--- config.mk ---
export PLATFORM = sky130hd
export DESIGN_NAME = offtime_chopper
export DESIGN_NICKNAME = d
export VERILOG_FILES = /design/src/rtl/chop_pkg.sv /design/src/rtl/chop_timer.sv /design/src/rtl/offtime_chopper.sv
export SDC_FILE = /design/constraint.sdc
export NUM_CORES = 1
export LEC_CHECK = 0
export ABC_AREA = 1
export BUFFER_PORTS_ARGS = -buffer_cell sky130_fd_sc_hd__buf_4
export CORE_MARGIN = 8
export CORE_UTILIZATION = 35
export CTS_CLUSTER_SIZE = 24
export DETAILED_ROUTE_END_ITERATION = 16
export PLACE_DENSITY = 0.63
export SETUP_SLACK_MARGIN = 0.05
export SLEW_MARGIN = 20
export SYNTH_ARGS = -nofsm -noshare
export SYNTH_HDL_FRONTEND = slang
export SYNTH_SLANG_ARGS = --single-unit
--- constraint.sdc ---
create_clock -name clk -period 1.6 [get_ports clk]
set_input_delay 0.16 -clock clk [delete_from_list [all_inputs] [get_ports clk]]
set_output_delay 0.16 -clock clk [all_outputs]
set_load 0.01 [all_outputs]
--- src/rtl/chop_pkg.sv ---
package chop_pkg;

    typedef enum logic [2:0] {
        CS_IDLE  = 3'd0,
        CS_BLANK = 3'd1,
        CS_ARMED = 3'd2,
        CS_DEAD  = 3'd3,
        CS_FAST  = 3'd4,
        CS_SLOW  = 3'd5
    } chop_state_e;

    // Fast-decay share of the programmed off-time: 13 %, floor, at least 1.
    function automatic int fast_len(input int off_cycles);
        int raw;
        raw = (off_cycles * 13) / 100;
        return (raw < 1) ? 1 : raw;
    endfunction

    function automatic int max3(input int a, input int b, input int c);
        int m;
        m = (a > b) ? a : b;
        return (m > c) ? m : c;
    endfunction

endpackage

--- src/rtl/chop_timer.sv ---
module chop_timer #(
    parameter int CW = 8
) (
    input  logic          clk,
    input  logic          rst_n,
    input  logic          load,
    input  logic [CW-1:0] load_val,
    output logic          expired
);
    logic [CW-1:0] cnt_q;

    always_ff @(posedge clk or negedge rst_n) begin
        if (!rst_n)
            cnt_q <= '0;
        else if (load)
            cnt_q <= load_val;
        else if (cnt_q != '0)
            cnt_q <= cnt_q - 1'b1;
    end

    assign expired = (cnt_q == '0);

    // the count only falls when not reloaded
    timer_step_chk: assert property (@(posedge clk) disable iff (!rst_n)
        (!load && !expired) |=> (cnt_q == $past(cnt_q) - 1'b1));

endmodule

--- src/rtl/offtime_chopper.sv ---
module offtime_chopper
    import chop_pkg::*;
#(
    parameter int OFF_CYCLES   = 40,
    parameter int DEAD_CYCLES  = 2,
    parameter int BLANK_CYCLES = 4
) (
    input  logic clk,
    input  logic rst_n,
    input  logic trip_i,
    input  logic drive_on_i,
    input  logic brake_i,
    output logic chop_o,
    output logic fast_o,
    output logic limit_o
);
    localparam int FAST_CYCLES = fast_len(OFF_CYCLES);
    localparam int SLOW_CYCLES = OFF_CYCLES - FAST_CYCLES;
    localparam int MAX_LEN     = max3(BLANK_CYCLES, DEAD_CYCLES,
                                      max3(FAST_CYCLES, SLOW_CYCLES, 1));
    localparam int CW          = $clog2(MAX_LEN + 1);

    localparam logic [CW-1:0] LD_BLANK = CW'(BLANK_CYCLES - 1);
    localparam logic [CW-1:0] LD_DEAD  = CW'(DEAD_CYCLES - 1);
    localparam logic [CW-1:0] LD_FAST  = CW'(FAST_CYCLES - 1);
    localparam logic [CW-1:0] LD_SLOW  = CW'(SLOW_CYCLES - 1);

    chop_state_e   state_q, state_d;
    logic          expired;
    logic          tmr_load;
    logic [CW-1:0] tmr_val;
    logic          lim_q;

    // Next-state logic
    always_comb begin
        state_d = state_q;
        if (!drive_on_i || brake_i) begin
            state_d = CS_IDLE;
        end else begin
            unique case (state_q)
                CS_IDLE:  state_d = CS_BLANK;
                CS_BLANK: if (expired) state_d = CS_ARMED;
                CS_ARMED: if (trip_i)  state_d = CS_DEAD;
                CS_DEAD:  if (expired) state_d = CS_FAST;
                CS_FAST:  if (expired) state_d = CS_SLOW;
                CS_SLOW:  if (expired) state_d = CS_BLANK;
                default:  state_d = CS_IDLE;
            endcase
        end
    end

    // Timer reload on every state entry
    always_comb begin
        tmr_load = (state_d != state_q);
        unique case (state_d)
            CS_BLANK: tmr_val = LD_BLANK;
            CS_DEAD:  tmr_val = LD_DEAD;
            CS_FAST:  tmr_val = LD_FAST;
            CS_SLOW:  tmr_val = LD_SLOW;
            default:  tmr_val = '0;
        endcase
    end

    // State register
    always_ff @(posedge clk or negedge rst_n) begin
        if (!rst_n) begin
            state_q <= CS_IDLE;
            lim_q   <= 1'b0;
        end else begin
            state_q <= state_d;
            lim_q   <= (state_q == CS_ARMED) && (state_d == CS_DEAD);
        end
    end

    chop_timer #(.CW(CW)) u_timer (
        .clk      (clk),
        .rst_n    (rst_n),
        .load     (tmr_load),
        .load_val (tmr_val),
        .expired  (expired)
    );

    // Outputs
    always_comb begin
        chop_o  = 1'b0;
        fast_o  = 1'b0;
        limit_o = lim_q;
        unique case (state_q)
            CS_DEAD: chop_o = 1'b1;
            CS_FAST: begin
                chop_o = 1'b1;
                fast_o = 1'b1;
            end
            CS_SLOW: chop_o = 1'b1;
            default: ;
        endcase
    end


    drive_off_cancels_chk: assert property (@(posedge clk) disable iff (!rst_n)
        !drive_on_i |=> (!chop_o && !fast_o));


    brake_blocks_chop_chk: assert property (@(posedge clk) disable iff (!rst_n)
        brake_i |=> !chop_o);


    limit_on_chop_start_chk: assert property (@(posedge clk) disable iff (!rst_n)
        limit_o |-> $rose(chop_o));


    fast_after_dead_chk: assert property (@(posedge clk) disable iff (!rst_n)
        $rose(fast_o) |-> ($past(chop_o) && !$past(fast_o)));


    gap_after_chop_chk: assert property (@(posedge clk) disable iff (!rst_n)
        $fell(chop_o) |=> !chop_o);

endmodule

==> impl_metrics.csv <==
group,metric,value,unit
synthesis,yosysTopAreaCell,"dfrtp_1",
timing,worst_pin_slew,0.226,ns
setup_path,timing.rr.end,"u_timer.cnt_q[1]$_DFFE_PN0P_",
synthesis,synthArstFlopShare,100,%
timing,timing.final.ws_setup,-0.0262,ns
synthesis,synth_edf_count,0,
drt,postRouteAntennaNets,0,
drt,viasPerCell,4.63,
synthesis,synthTopCellsByArea,"dfrtp_1 31%, nand2_2 8.5%, nand2_1 7.8%",
timing,rsz0062_at_grt,"true",
global_route,overflow,0,
timing,hold_viol,0,
clock_network,clock_path_buffers,2,
place,dp_hpwl,1420,um
timing,fin_skew,0.00175,ns
clock_network,cts.htree.levels,1,
die,row_count,17,
outcome,violations,"setup timing",
clock_network,cts_tree,"built",
hold_path,hold_class,"in -> async",
synthesis,syn_inst,101,
setup_path,reg2regPathDepth,13,
die,initial_core_util,36.8,%
clock_network,cts_buffers,3,
cells_and_area,final_area,1240,um^2
global_route,grt.total_usage,9.68,%
clock_network,clock_latency,0.26,ns
cells_and_area,drive_above_1_share,61.6,%
place,dpl-instance-area,1040,um^2
synthesis,seq_area_frac_synth,30.8,%
die,die_h,64.2,um
drt,drc_errors,0,
timing,timing.final.crit_share,102,%
global_route,grt_max_degree,11,
synthesis,synth_common_cells,"17 x nand2_1, 14 x inv_1, 11 x nand2_2",
drt,totalWireLength,2070,um
timing,max_freq,615,MHz
timing,setup_viol,3,
clock_network,clk_pin_slew_worst_paths,0.07,ns
synthesis,syn-num-nets,108,
die,dieArea,4120,um^2
timing,slew_headroom,84.9,%
setup_path,cp-end-kind,"register",
clock_network,cts_root_buf,"clkbuf_4",
drt,drt_iter0_markers,10,
place,gp_congestion,0.808,
setup_path,rr_startpoint,"u_timer.cnt_q[1]$_DFFE_PN0P_",
setup_path,required,1.75,ns
setup_path,arrival,1.78,ns
clock_network,cts_sinks,10,
synthesis,synth.cell_area,813,um^2
place,place_inst,153,
drt,vias,769,
die,coreArea,2210,um^2
drt,detail_route.wl_per_cell,12.5,um
setup_path,critPathMaxFanout,5,
synthesis,synth_top_area_share,30.8,%
cells_and_area,nFillCells,209,
cells_and_area,area_growth,52.9,%
setup_path,critPathLaunchType,"register",
place,portBuffers,7,
setup_path,rrSetupSlack,-0.03,ns
drt,dr.pass1.iters,4,
die,die_width,64.2,um
cells_and_area,diodes,0,
cells_and_area,instances_no_fill,166,
synthesis,synth_area_per_cell,8.05,um^2
die,io-pin-count,8,
power_and_ir_drop,vdd_drop_max,1080,uV
outcome,run_status,"finished, violations left",
power_and_ir_drop,p_leak,0.641,nW
timing,fin_hold_ws,0.264,ns
power_and_ir_drop,power_density,1260,nW/um^2
cells_and_area,finalNetCount,146,
timing,slew_violations,0,
synthesis,synthDistinctLibCells,24,
synthesis,yosys_warnings,0,
synthesis,post-synth-top-count-cell,"nand2_1",
global_route,grt_pass1_wl,3270,um
job,max_cap_viol_count,0,
timing,period_needed,1.63,ns
synthesis,yosys_register_bits,10,
synthesis,ys.flop_type,"dfrtp_1",
global_route,antenna_found_initial,0,
global_route,grt_pass1_vias,735,
setup_path,path_class,"reg -> reg",
==> state kept, by name, summed over array words and instances (netlist names) <==
signal	cells
limit_o	1
state_q	3
u_timer.cnt_q	6
==> placed cells by master (no fill, tap or decap) <==
| cell type | Yosys | routed |
|---|---|---|
| inv_4 | 0 | 1 |
| nor2_8 | 2 | 2 |
| nand3_1 | 8 | 6 |
| buf_6 | 1 | 1 |
| a21oi_2 | 0 | 1 |
| ha_4 | 0 | 1 |
| nand2_1 | 17 | 14 |
| clkbuf_4 | 0 | 3 |
| xor2_1 | 5 | 5 |
| ha_1 | 2 | 1 |
| nor3_2 | 3 | 3 |
| dfrtp_1 | 10 | 6 |
| dlygate4sd3_1 | 0 | 1 |
| buf_4 | 0 | 31 |
| o22ai_2 | 1 | 1 |
| nand2_2 | 11 | 9 |
| clkbuf_8 | 0 | 1 |
| or2_2 | 1 | 1 |
| a21oi_1 | 2 | 1 |
| nor3_4 | 0 | 2 |
| nand3_2 | 3 | 4 |
| nor2_2 | 2 | 3 |
| nand4_1 | 1 | 1 |
| o21ai_1 | 2 | 2 |
| dfrtp_2 | 0 | 4 |
| nand3_4 | 1 | 3 |
| inv_2 | 3 | 6 |
| nor2_4 | 1 | 1 |
| o21ai_0 | 1 | 1 |
| nor2_1 | 6 | 5 |
| inv_1 | 14 | 10 |
| nand2_4 | 2 | 7 |
==> worst max-delay path: stages (launching register included) <==
cell and delay, ns:
dfrtp_1 0.39, inv_2 0.08, ha_4 0.16, inv_2 0.03
nor2_1 0.08, nand3_1 0.11, nand2_2 0.11, nand2_4 0.07
nand2_4 0.07, nand2_4 0.05, nand2_4 0.09, nand3_4 0.12
nand3_2 0.09, o21ai_1 0.06
==> report_power, final <==
group	internal (mW)	leakage [nW]	total (mW)	switching, mW
logic	0.436	0.494	0.962	0.526
registers	0.321	0.126	0.383	0.0621
clock network	0.138	0.0210	0.225	0.0873
==> worst max-delay path by stage <==
stage                                 start                      endpoint  slack [ns]  cells past startpoint
2_1_floorplan  u_timer.cnt_q[1]$_DFFE_PN0P_  u_timer.cnt_q[5]$_DFFE_PN0P_        0.05                     13
3_3_place_gp   u_timer.cnt_q[1]$_DFFE_PN0P_  u_timer.cnt_q[1]$_DFFE_PN0P_       -0.06                     13
3_5_place_dp   u_timer.cnt_q[1]$_DFFE_PN0P_  u_timer.cnt_q[1]$_DFFE_PN0P_       -0.11                     13
4_1_cts        u_timer.cnt_q[1]$_DFFE_PN0P_  u_timer.cnt_q[5]$_DFFE_PN0P_       -0.02                     13
5_1_grt        u_timer.cnt_q[1]$_DFFE_PN0P_  u_timer.cnt_q[5]$_DFFE_PN0P_       -0.11                     11
6_report       u_timer.cnt_q[1]$_DFFE_PN0P_  u_timer.cnt_q[1]$_DFFE_PN0P_       -0.03                     13
==> per-stage QoR <==
step           total power [mW]  setup TNS [ns]  worst slack, ns  util [%]
6_report                   1.57         -0.0742          -0.0262      56.2
5_1_grt                    1.68          -0.574           -0.110      56.2
4_1_cts                    1.51         -0.0484          -0.0219      50.8
3_5_place_dp               1.22          -0.247           -0.107      46.9
3_3_place_gp               1.19         -0.0834          -0.0565      46.9
2_1_floorplan             0.971               0           0.0529         -
==> area by class of cell <==
cell class	instances	area, um^2	share of cell area [%]
well taps	28	35.0	2.82
repair buffers	33	254	20.4
flip-flops and latches	10	255	20.5
clock buffers	4	36.3	2.92
inverters	17	66.3	5.33
multi-input cells	74	597	48.0
==> layer usage <==
layer | wire, um | up-vias | global-route usage (%)
met5 | 0 | - | 0
met3 | 46 | 2 | 1.74
met4 | 17 | 0 | 3.81
met2 | 1080 | 7 | 16.3
li1 | - | 391 | -
met1 | 923 | 369 | 11.9
==> cells by family (layout without fill, tap and decap cells) <==
logic type               Yosys count  in the layout  synth area share (%)
flip-flops                        10             10                  30.8
AO/OA/AOI/OAI                      6              6                  4.61
AND/OR/NAND/NOR                   60             61                  46.9
adder cells (fa/ha/maj)            2              2                  3.08
buffers and inverters             18             54                  9.23
XOR/XNOR                           5              5                  5.38
==> timing repair <==
action,CTS,global route
buffers inserted,1,6
setup endpoints to repair,7,9
cloned,1,0
pin swaps,3,13
hold endpoints to repair,10,0
gates resized for setup,8,19
hold buffers,1,0
(Power assumes the default switching activity.)
